<file path="src/rtl/mf_phase_pkg.sv">
package mf_phase_pkg;

    // Registered SYSREF pipeline: sample, previous sample, pending re-phase
    typedef struct packed {
        logic samp;
        logic prev;
        logic pend;
    } sref_pipe_t;

    typedef enum logic {
        SYNC_REQ  = 1'b0,
        SYNC_DONE = 1'b1
    } sync_state_t;

    function automatic logic rise_seen(input sref_pipe_t p);
        return p.samp & ~p.prev;
    endfunction

endpackage

</file>
<file path="src/rtl/sref_capture.sv">
module sref_capture
    import mf_phase_pkg::*;
(
    input  logic clk,
    input  logic rst,
    input  logic sysref_in,
    output logic realign
);
    sref_pipe_t pipe;

    always_ff @(posedge clk) begin
        if (rst) begin
            pipe <= '0;
        end else begin
            pipe.samp <= sysref_in;
            pipe.prev <= pipe.samp;
            pipe.pend <= rise_seen(pipe);
        end
    end

    assign realign = pipe.pend;
endmodule

</file>
<file path="src/rtl/mf_counter.sv">
module mf_counter #(
    parameter int CNT_W = 5
) (
    input  logic             clk,
    input  logic             rst,
    input  logic             realign,
    input  logic [CNT_W-1:0] wrap_val,
    output logic [CNT_W-1:0] count,
    output logic [CNT_W-1:0] count_nxt
);
    localparam logic [CNT_W-1:0] ONE = CNT_W'(1);

    always_comb begin
        if (realign)
            count_nxt = '0;
        else if (count >= wrap_val)
            count_nxt = '0;
        else
            count_nxt = count + ONE;
    end

    always_ff @(posedge clk) begin
        if (rst) count <= '0;
        else     count <= count_nxt;
    end
endmodule

</file>
<file path="src/rtl/sync_gate.sv">
module sync_gate
    import mf_phase_pkg::*;
#(
    parameter int CNT_W = 5
) (
    input  logic             clk,
    input  logic             rst,
    input  logic             link_rdy,
    input  logic [CNT_W-1:0] count_nxt,
    output logic             sync_n
);
    sync_state_t state;

    always_ff @(posedge clk) begin
        if (rst)
            state <= SYNC_REQ;
        else if (!link_rdy)
            state <= SYNC_REQ;
        else if (count_nxt == '0)
            state <= SYNC_DONE;
    end

    assign sync_n = (state == SYNC_DONE);
endmodule

</file>
<file path="src/rtl/mf_phase_gen.sv">
module mf_phase_gen #(
    parameter int CNT_W = 5
) (
    input  logic             clk,
    input  logic             rst,
    input  logic             sysref_in,
    input  logic [CNT_W-1:0] wrap_val,
    input  logic             link_rdy,
    output logic [CNT_W-1:0] mf_count,
    output logic             mf_edge,
    output logic             sync_n
);
    logic             realign;
    logic [CNT_W-1:0] count_nxt;

    sref_capture u_cap (
        .clk       (clk),
        .rst       (rst),
        .sysref_in (sysref_in),
        .realign   (realign)
    );

    mf_counter #(.CNT_W(CNT_W)) u_cnt (
        .clk       (clk),
        .rst       (rst),
        .realign   (realign),
        .wrap_val  (wrap_val),
        .count     (mf_count),
        .count_nxt (count_nxt)
    );

    sync_gate #(.CNT_W(CNT_W)) u_sync (
        .clk       (clk),
        .rst       (rst),
        .link_rdy  (link_rdy),
        .count_nxt (count_nxt),
        .sync_n    (sync_n)
    );

    assign mf_edge = (mf_count == '0);
endmodule

</file>
<file path="config.mk">
export PLATFORM = sky130hd
export DESIGN_NAME = mf_phase_gen
export DESIGN_NICKNAME = d
export VERILOG_FILES = /design/src/rtl/mf_phase_pkg.sv /design/src/rtl/sref_capture.sv /design/src/rtl/mf_counter.sv /design/src/rtl/sync_gate.sv /design/src/rtl/mf_phase_gen.sv
export SDC_FILE = /design/constraint.sdc
export NUM_CORES = 1
export LEC_CHECK = 0
export ABC_AREA = 1
export CAP_MARGIN = 20
export CELL_PAD_IN_SITES_DETAIL_PLACEMENT = 0
export CELL_PAD_IN_SITES_GLOBAL_PLACEMENT = 1
export CORE_MARGIN = 5
export CORE_UTILIZATION = 42
export DETAILED_ROUTE_END_ITERATION = 10
export DONT_BUFFER_PORTS = 1
export GPL_TIMING_DRIVEN = 1
export HOLD_SLACK_MARGIN = 0.08
export PLACE_DENSITY_LB_ADDON = 0.1
export SKIP_CTS_REPAIR_TIMING = 1
export SYNTH_ARGS = -nofsm -noshare
export SYNTH_HDL_FRONTEND = slang
export SYNTH_SLANG_ARGS = --single-unit
export TNS_END_PERCENT = 5
</file>
<file path="constraint.sdc">
create_clock -name clk -period 3.4 [get_ports clk]
set_input_delay 0.34 -clock clk [delete_from_list [all_inputs] [get_ports clk]]
set_output_delay 0.34 -clock clk [all_outputs]
set_load 0.01 [all_outputs]
</file>
==> results by group, run 1 <==
Run status
  – Outcome: complete, no violations

Logic synthesis
  – Syn Nets: 99
  – Cells after Synth: 83
  – Avg Inst Size Synth: approximately 6.6 sq um
  – Mapped Area: 548 sq um
  – Synth unique cells: 13
  – Seq/Total Area, Yosys: 0.329
  – #FFs+latches synth: 9
  – Syn. warnings: 0

Die
  – Rows: 13
  – Core area: 0.00127 sq mm
  – Die area: 0.00213 sq mm
  – Die Wd: 46.1 microns
  – Initial Util: 0.432
  – I/O pin count: 16
  – Die height: ~46 microns

Clock network
  – TritonCTS clock tree: yes
  – Root Buffer: clkbuf_4
  – Cts bufs inserted: 3
  – Clock Latency Late Sink: 0.26 ns
  – TritonCTS sink count: 9
  – H-tree levels: 1
  – Max clock buf depth: 2
  – Clk slew on worst S/H paths: 0.06 ns

GRT
  – Antenna violations before repair: 0
  – Largest net degree at the start of global routing: 10
  – Met3 Use GR: 0.0430
  – Vias in the first global route: 403
  – First-pass GRT wire length: 1680 microns
  – Met2 GRT Util: 0.168
  – Gr busiest metal: met2
  – Gr ovfl total: 0
  – Overall routing resource usage: 0.113
  – Grt met1 use: 0.129

Power and ir drop
  – PD cells: 415 mW/mm^2
  – Total power: ~0.24 mW
  – Lkg Pwr: 0.319 nW
  – Peak VDD IR: between 0.2 and 0.25 mV

STA
  – Fin crit share: 0.480
  – Final hold violation count: 0
  – Worst slew pin tran: 0.336 ns
  – Slew HR: 0.776
  – Fin Hold WS: 0.144 ns
  – Max-slew violations: 0
  – Clock skew: 0.00710 ns
  – Minimum clock period: 1.63 ns
  – Setup TNS: 0 ns
  – RSZ-0062 raised after global routing: no
  – Final setup vio count: 0
  – PnR worst setup slack: 1.77 ns
  – Maximum clock frequency: 613 MHz

Place
  – Post-Place Worst Slack: 1.75 ns
  – Inst Count DP: 97
  – Area post-placement: 563 sq um
  – Routability cong.: approximately 0.78
  – PortBufs: 0
  – DP Wirelength: 841 microns

Worst setup path
  – R2R cell count: 9
  – Worst EP required: 3.56 ns
  – Kind of critical path: reg -> reg
  – WP data arrival: 1.79 ns
  – Worst reg2reg setup slack: 1.77 ns
  – R2r startpoint: u_cnt.count[2]
  – Crit Reg-Reg Endpoint: u_sync.sync_n
  – Worst setup SP type: flop
  – Critical path fanouts, max: 8
  – Setup crit end kind: flop

Final layout
  – Post-route cell area: 589 sq um
  – Final-stage net count: between 100 and 150
  – Layout Utilization: 0.464
  – Non-Filler Instances: roughly 100
  – ANT cells: 0
  – Fillers: 145
  – Multi-input logic area: 297 sq um
  – Layout cell share with drive strength beyond 1: 0.0465
  – Area Growth Syn to Fin: 7.53%
  – Register Area: 180 sq um

Drt
  – Final ANT Viol Nets: 0
  – Wirelength per Cell: 9.95 microns
  – Vias per cell: between 4 and 5
  – DRT Wirelength: 1010 microns
  – Vias: between 400 and 500
  – First-pass DRT Iterations: 4
  – DRC: 0
  – 1st-iter DRT viols: 7

Min path
  – Hold path depth: 1
  – Hold EP: u_cnt.count[3]
  – HP Start: rst
  – Hold Crit Class: in -> reg

Run
  – Maxcap violations: 0
[registers in the layout, indices dropped and copies added, names as in the netlist]
name / flops
u_cap.pipe: 2
u_cap.realign: 1
u_cnt.count: 5
u_sync.sync_n: 1
[placed cells by master, fill, tap and decap left out, drive strengths merged, types with 2 or more instances in the layout]
master / count
a21oi: 2
clkbuf: 4
dfxtp: 9
ha: 7
inv: 18
nand2: 19
nand3: 6
nand4: 2
nor2: 13
nor3: 3
nor4: 2
[cell type report]
| cell class | instances | share of cell area |
|---|---|---|
| flip-flops and latches | 9 | 0.306 |
| clock buffers | 4 | 0.0446 |
| well taps | 15 | 0.0318 |
| inverters | 18 | 0.115 |
| multi-input cells | 55 | 0.503 |
[cell usage after synthesis (all sizes together)]
master,n,share of area
clkbuf,1,0.0068
dfxtp,9,0.33
inv,18,0.12
nor2,13,0.089
a21oi,2,0.025
ha,7,0.16
nand2,19,0.13
o21ai,1,0.0091
nand4,2,0.023
nor4,2,0.023
nor3,3,0.027
nand3,6,0.055
[logic make-up (layout without fill, tap and decap cells)]
kind of cell	Yosys count	count (layout)	share of synthesized area
simple gates	45	45	0.347
buf+inv	19	22	0.130
flops	9	9	0.329
fa+ha+maj	7	7	0.160
compound gates	3	3	0.0342
[metal layers]
layer  vias to the layer above  routed length (microns)
met5                         -                        0
met2                        13                      429
met1                       190                      489
met4                         0                       25
li1                        262                        -
met3                         4                       60
[how the worst max path moves through the flow]
stage	start	to	slack, ns	depth (start not counted)
after global placement	u_cnt.count[0]	u_sync.sync_n	1.76	10
after global routing	u_cnt.count[2]	u_sync.sync_n	1.59	11
after CTS	u_cnt.count[0]	u_sync.sync_n	1.75	12
after floorplan	u_cnt.count[2]	u_sync.sync_n	1.95	9
final	u_cnt.count[2]	u_sync.sync_n	1.77	9
after detailed placement	u_cnt.count[0]	u_sync.sync_n	1.75	10
[power by group]
group / internal (mW) / switching, mW
logic: 0.0177 / 0.0258
registers: 0.112 / 0.00973
clock network: 0.0450 / 0.0345
[critical path: stages (launching register included)]
cell and delay (ns):
dfxtp_1 0.52, ha_1 0.33, nand2_1 0.07, nand2_1 0.05, nand2_1 0.07, nand3_1 0.18
a21oi_2 0.15, nor2_1 0.05, nor2_1 0.08, nor2_1 0.04
Note: power is estimated with default switching activity, not from simulation.
==> inputs of run 2 (changes only) <==
--- a/config.mk
+++ b/config.mk
@@ -10,7 +10,7 @@
 export CELL_PAD_IN_SITES_DETAIL_PLACEMENT = 0
 export CELL_PAD_IN_SITES_GLOBAL_PLACEMENT = 1
 export CORE_MARGIN = 5
-export CORE_UTILIZATION = 42
+export CORE_UTILIZATION = 39
 export DETAILED_ROUTE_END_ITERATION = 10
 export DONT_BUFFER_PORTS = 1
 export GPL_TIMING_DRIVEN = 1
==> constraint.sdc (replaced) <==
create_clock -name clk -period 1.6 [get_ports clk]
set_input_delay 0.16 -clock clk [delete_from_list [all_inputs] [get_ports clk]]
set_output_delay 0.16 -clock clk [all_outputs]
set_load 0.01 [all_outputs]
==> run 2 against run 1 <==
Net effect: flip-flop and latch count unchanged; clock-buffer cell count shrank 1; worst setup slack worse by 1.6 ns; sequential share of layout area is 3.9 points lower; die area rose by 6.0%; sequential power up 110%.
==> results by group, run 2 (synthesized netlist as in run 1, its figures left out) <==
STA
  – Maximum clock frequency: 698 MHz (+14%)
  – RSZ-0062 raised after global routing: no
  – PnR worst setup slack: 0.168 ns (-1.60 ns)
  – Fin Hold WS: 0.392 ns (+0.248 ns)
  – Worst slew pin tran: 0.301 ns (-0.0356 ns)
  – Fin crit share: 0.895 (+0.415)
  – Slew HR: 0.799 (+0.0234)
  – Clock skew: 0.00591 ns (-0.00119 ns)
  – Final hold violation count: 0 (unchanged)
  – Final setup vio count: 0 (unchanged)
  – Max-slew violations: 0 (unchanged)
  – Minimum clock period: 1.43 ns (-0.200 ns)
  – Setup TNS: 0 ns (unchanged)

Power and ir drop
  – Psw: 0.171 mW (+140%)
  – Lkg Pwr: 0.358 nW (+12%)
  – Peak VDD IR: 0.477 mV (+130%)
  – Comb power frac: 0.230 (+0.052)
  – P_int: 0.385 mW (+120%)
  – PD cells: 817 mW/mm^2 (+97%)
  – Sequential power share: 0.453 (-0.044)
  – Switching Share: 0.307 (+0.0208)
  – Clk pwr share: 0.317 (-0.008)

Place
  – Routability cong.: 0.817 (+4.6%)
  – Post-Place Worst Slack: 0.120 ns (-1.63 ns)
  – PortBufs: 0 (unchanged)
  – DP Wirelength: 956 microns (+14%)
  – Area post-placement: 601 sq um (+6.7%)

Worst setup path
  – Crit-path max cell delay: 0.31 ns (-0.21 ns)
  – Worst EP required: 1.76 ns (-1.80 ns)
  – WP data arrival: 1.59 ns (-0.20 ns)
  – Setup crit end kind: flop
  – Slowest stage cell, crit path: dfxtp_1
  – CP delay by family, top: simple AND/OR/NAND/NOR gates
  – Crit-path cells: ha_1, a21oi_1, nand2_1, nor2_2, nand2_1, nand2_1, nor2_1, nor2_1, nor2_1
  – Critical path fanouts, max: 3 (-5)
  – Kind of critical path: reg -> reg
  – Worst setup SP type: flop
  – Worst path bufs/invs: 0 (unchanged)

Drt
  – First-pass DRT Iterations: 2 (-2)
  – Vias per cell: 4.68 (+0.76%)
  – DRT Wirelength: 1160 microns (+16%)
  – Wirelength per Cell: 10.7 microns (+7.0%)
  – Vias: 510 (+8.7%)
  – Final ANT Viol Nets: 0 (unchanged)
  – 1st-iter DRT viols: 5 (-2)
  – DRC: 0 (unchanged)

Clock network
  – Root Buffer: clkbuf_4
  – Cts bufs inserted: 3 (unchanged)
  – H-tree levels: 1 (unchanged)
  – Max clock buf depth: 2 (unchanged)
  – TritonCTS sink count: 9 (unchanged)
  – TritonCTS clock tree: yes
  – Clk slew on worst S/H paths: 0.07 ns (about the same)
  – Clock Latency Late Sink: 0.26 ns (about the same)

Final layout
  – Commonest non-fill, non-tap cell in the layout: nand2_1
  – Layout cell share with drive strength beyond 1: 0.170 (+0.124)
  – Most frequent cells in the layout: 19 x nand2_1, 17 x inv_1, 11 x nor2_1
  – Post-route cell area: 679 sq um (+15%)
  – Area Growth Syn to Fin: 24.0%
  – Largest regs: u_cnt.count (5), u_cap.pipe (2)
  – ANT cells: 0 (unchanged)
  – Top reg by flops: u_cnt.count
  – Max reg flops: 5 (unchanged)
  – Final-stage net count: 111 (+7.8%)

Die
  – Die height: 47.5 microns (+3.0%)
  – Initial Util: 0.416 (-0.0160)
  – Rows: 13 (unchanged)
  – I/O pin count: 16 (unchanged)
  – Die area: 0.00225 sq mm (+6.0%)
  – Die Wd: 47.5 microns (+3.0%)
  – Core area: 0.00132 sq mm (+3.8%)

GRT
  – Overall routing resource usage: 0.132 (+0.0188)
  – Gr ovfl total: 0 (unchanged)
  – Antenna violations before repair: 0 (unchanged)
  – Largest net degree at the start of global routing: 10 (unchanged)
  – First-pass GRT wire length: 1970 microns (+17%)
  – Vias in the first global route: 476 (+18%)

Min path
  – Hold Crit Class: reg -> reg

Run status
  – Outcome: complete, no violations

Run
  – Maxcap violations: 0 (unchanged)
run 2: cell types whose count changed in the layout (fill, tap and decap cells not counted), sizes merged:
cell         change
buf              +5
dlygate4sd3      +3
clkbuf           -1
clkinv           +1
run 2: power groups by stage:
| stage | combinational [mW] | sequential, mW | clock (mW) |
|---|---|---|---|
| floorplan | 0.0817 | 0.259 | 0 |
| global placement | 0.115 | 0.255 | 0 |
| finish | 0.128 | 0.252 | 0.176 |
| global route | 0.150 | 0.254 | 0.199 |
| detailed placement | 0.115 | 0.255 | 0 |
| CTS | 0.116 | 0.250 | 0.185 |
run 2: stage by stage:
stage | instances | util | total power [mW]
2_1_floorplan | 83 | - | 0.341
3_3_place_gp | 102 | 0.456 | 0.370
3_5_place_dp | 102 | 0.456 | 0.370
4_1_cts | 106 | 0.477 | 0.551
5_1_grt | 109 | 0.516 | 0.604
6_report | 109 | 0.516 | 0.555
run 2: area by class of cell:
| class | count | area, sq um |
|---|---|---|
| clock buffer | 3 | 22.5 |
| clock inverter | 1 | 5.00 |
| timing repair buffer | 8 | 67.6 |
| fill | 142 | 638 |
| tap | 15 | 18.8 |
| inverter | 18 | 67.6 |
| multi-input combinational | 55 | 317 |
| sequential | 9 | 181 |
run 2: worst paths after layout:
kind	cells after the start	endpoint	startpoint	slack, ns
worst max-delay path	9	u_sync.sync_n	u_cnt.count[4]	0.17
worst min register to register	1	u_cap.realign	u_cap.pipe[1]	0.39
worst min-delay path	1	u_cap.realign	u_cap.pipe[1]	0.39
worst max register to register	9	u_sync.sync_n	u_cnt.count[4]	0.17
run 2: layer usage:
metal  vias up  GRT usage  routed length, microns
li1        282          -                       -
met1       210      0.148                     537
met2        14      0.198                     498
met3         4     0.0414                      91
met4         0      0.116                      34
met5         -          0                       0
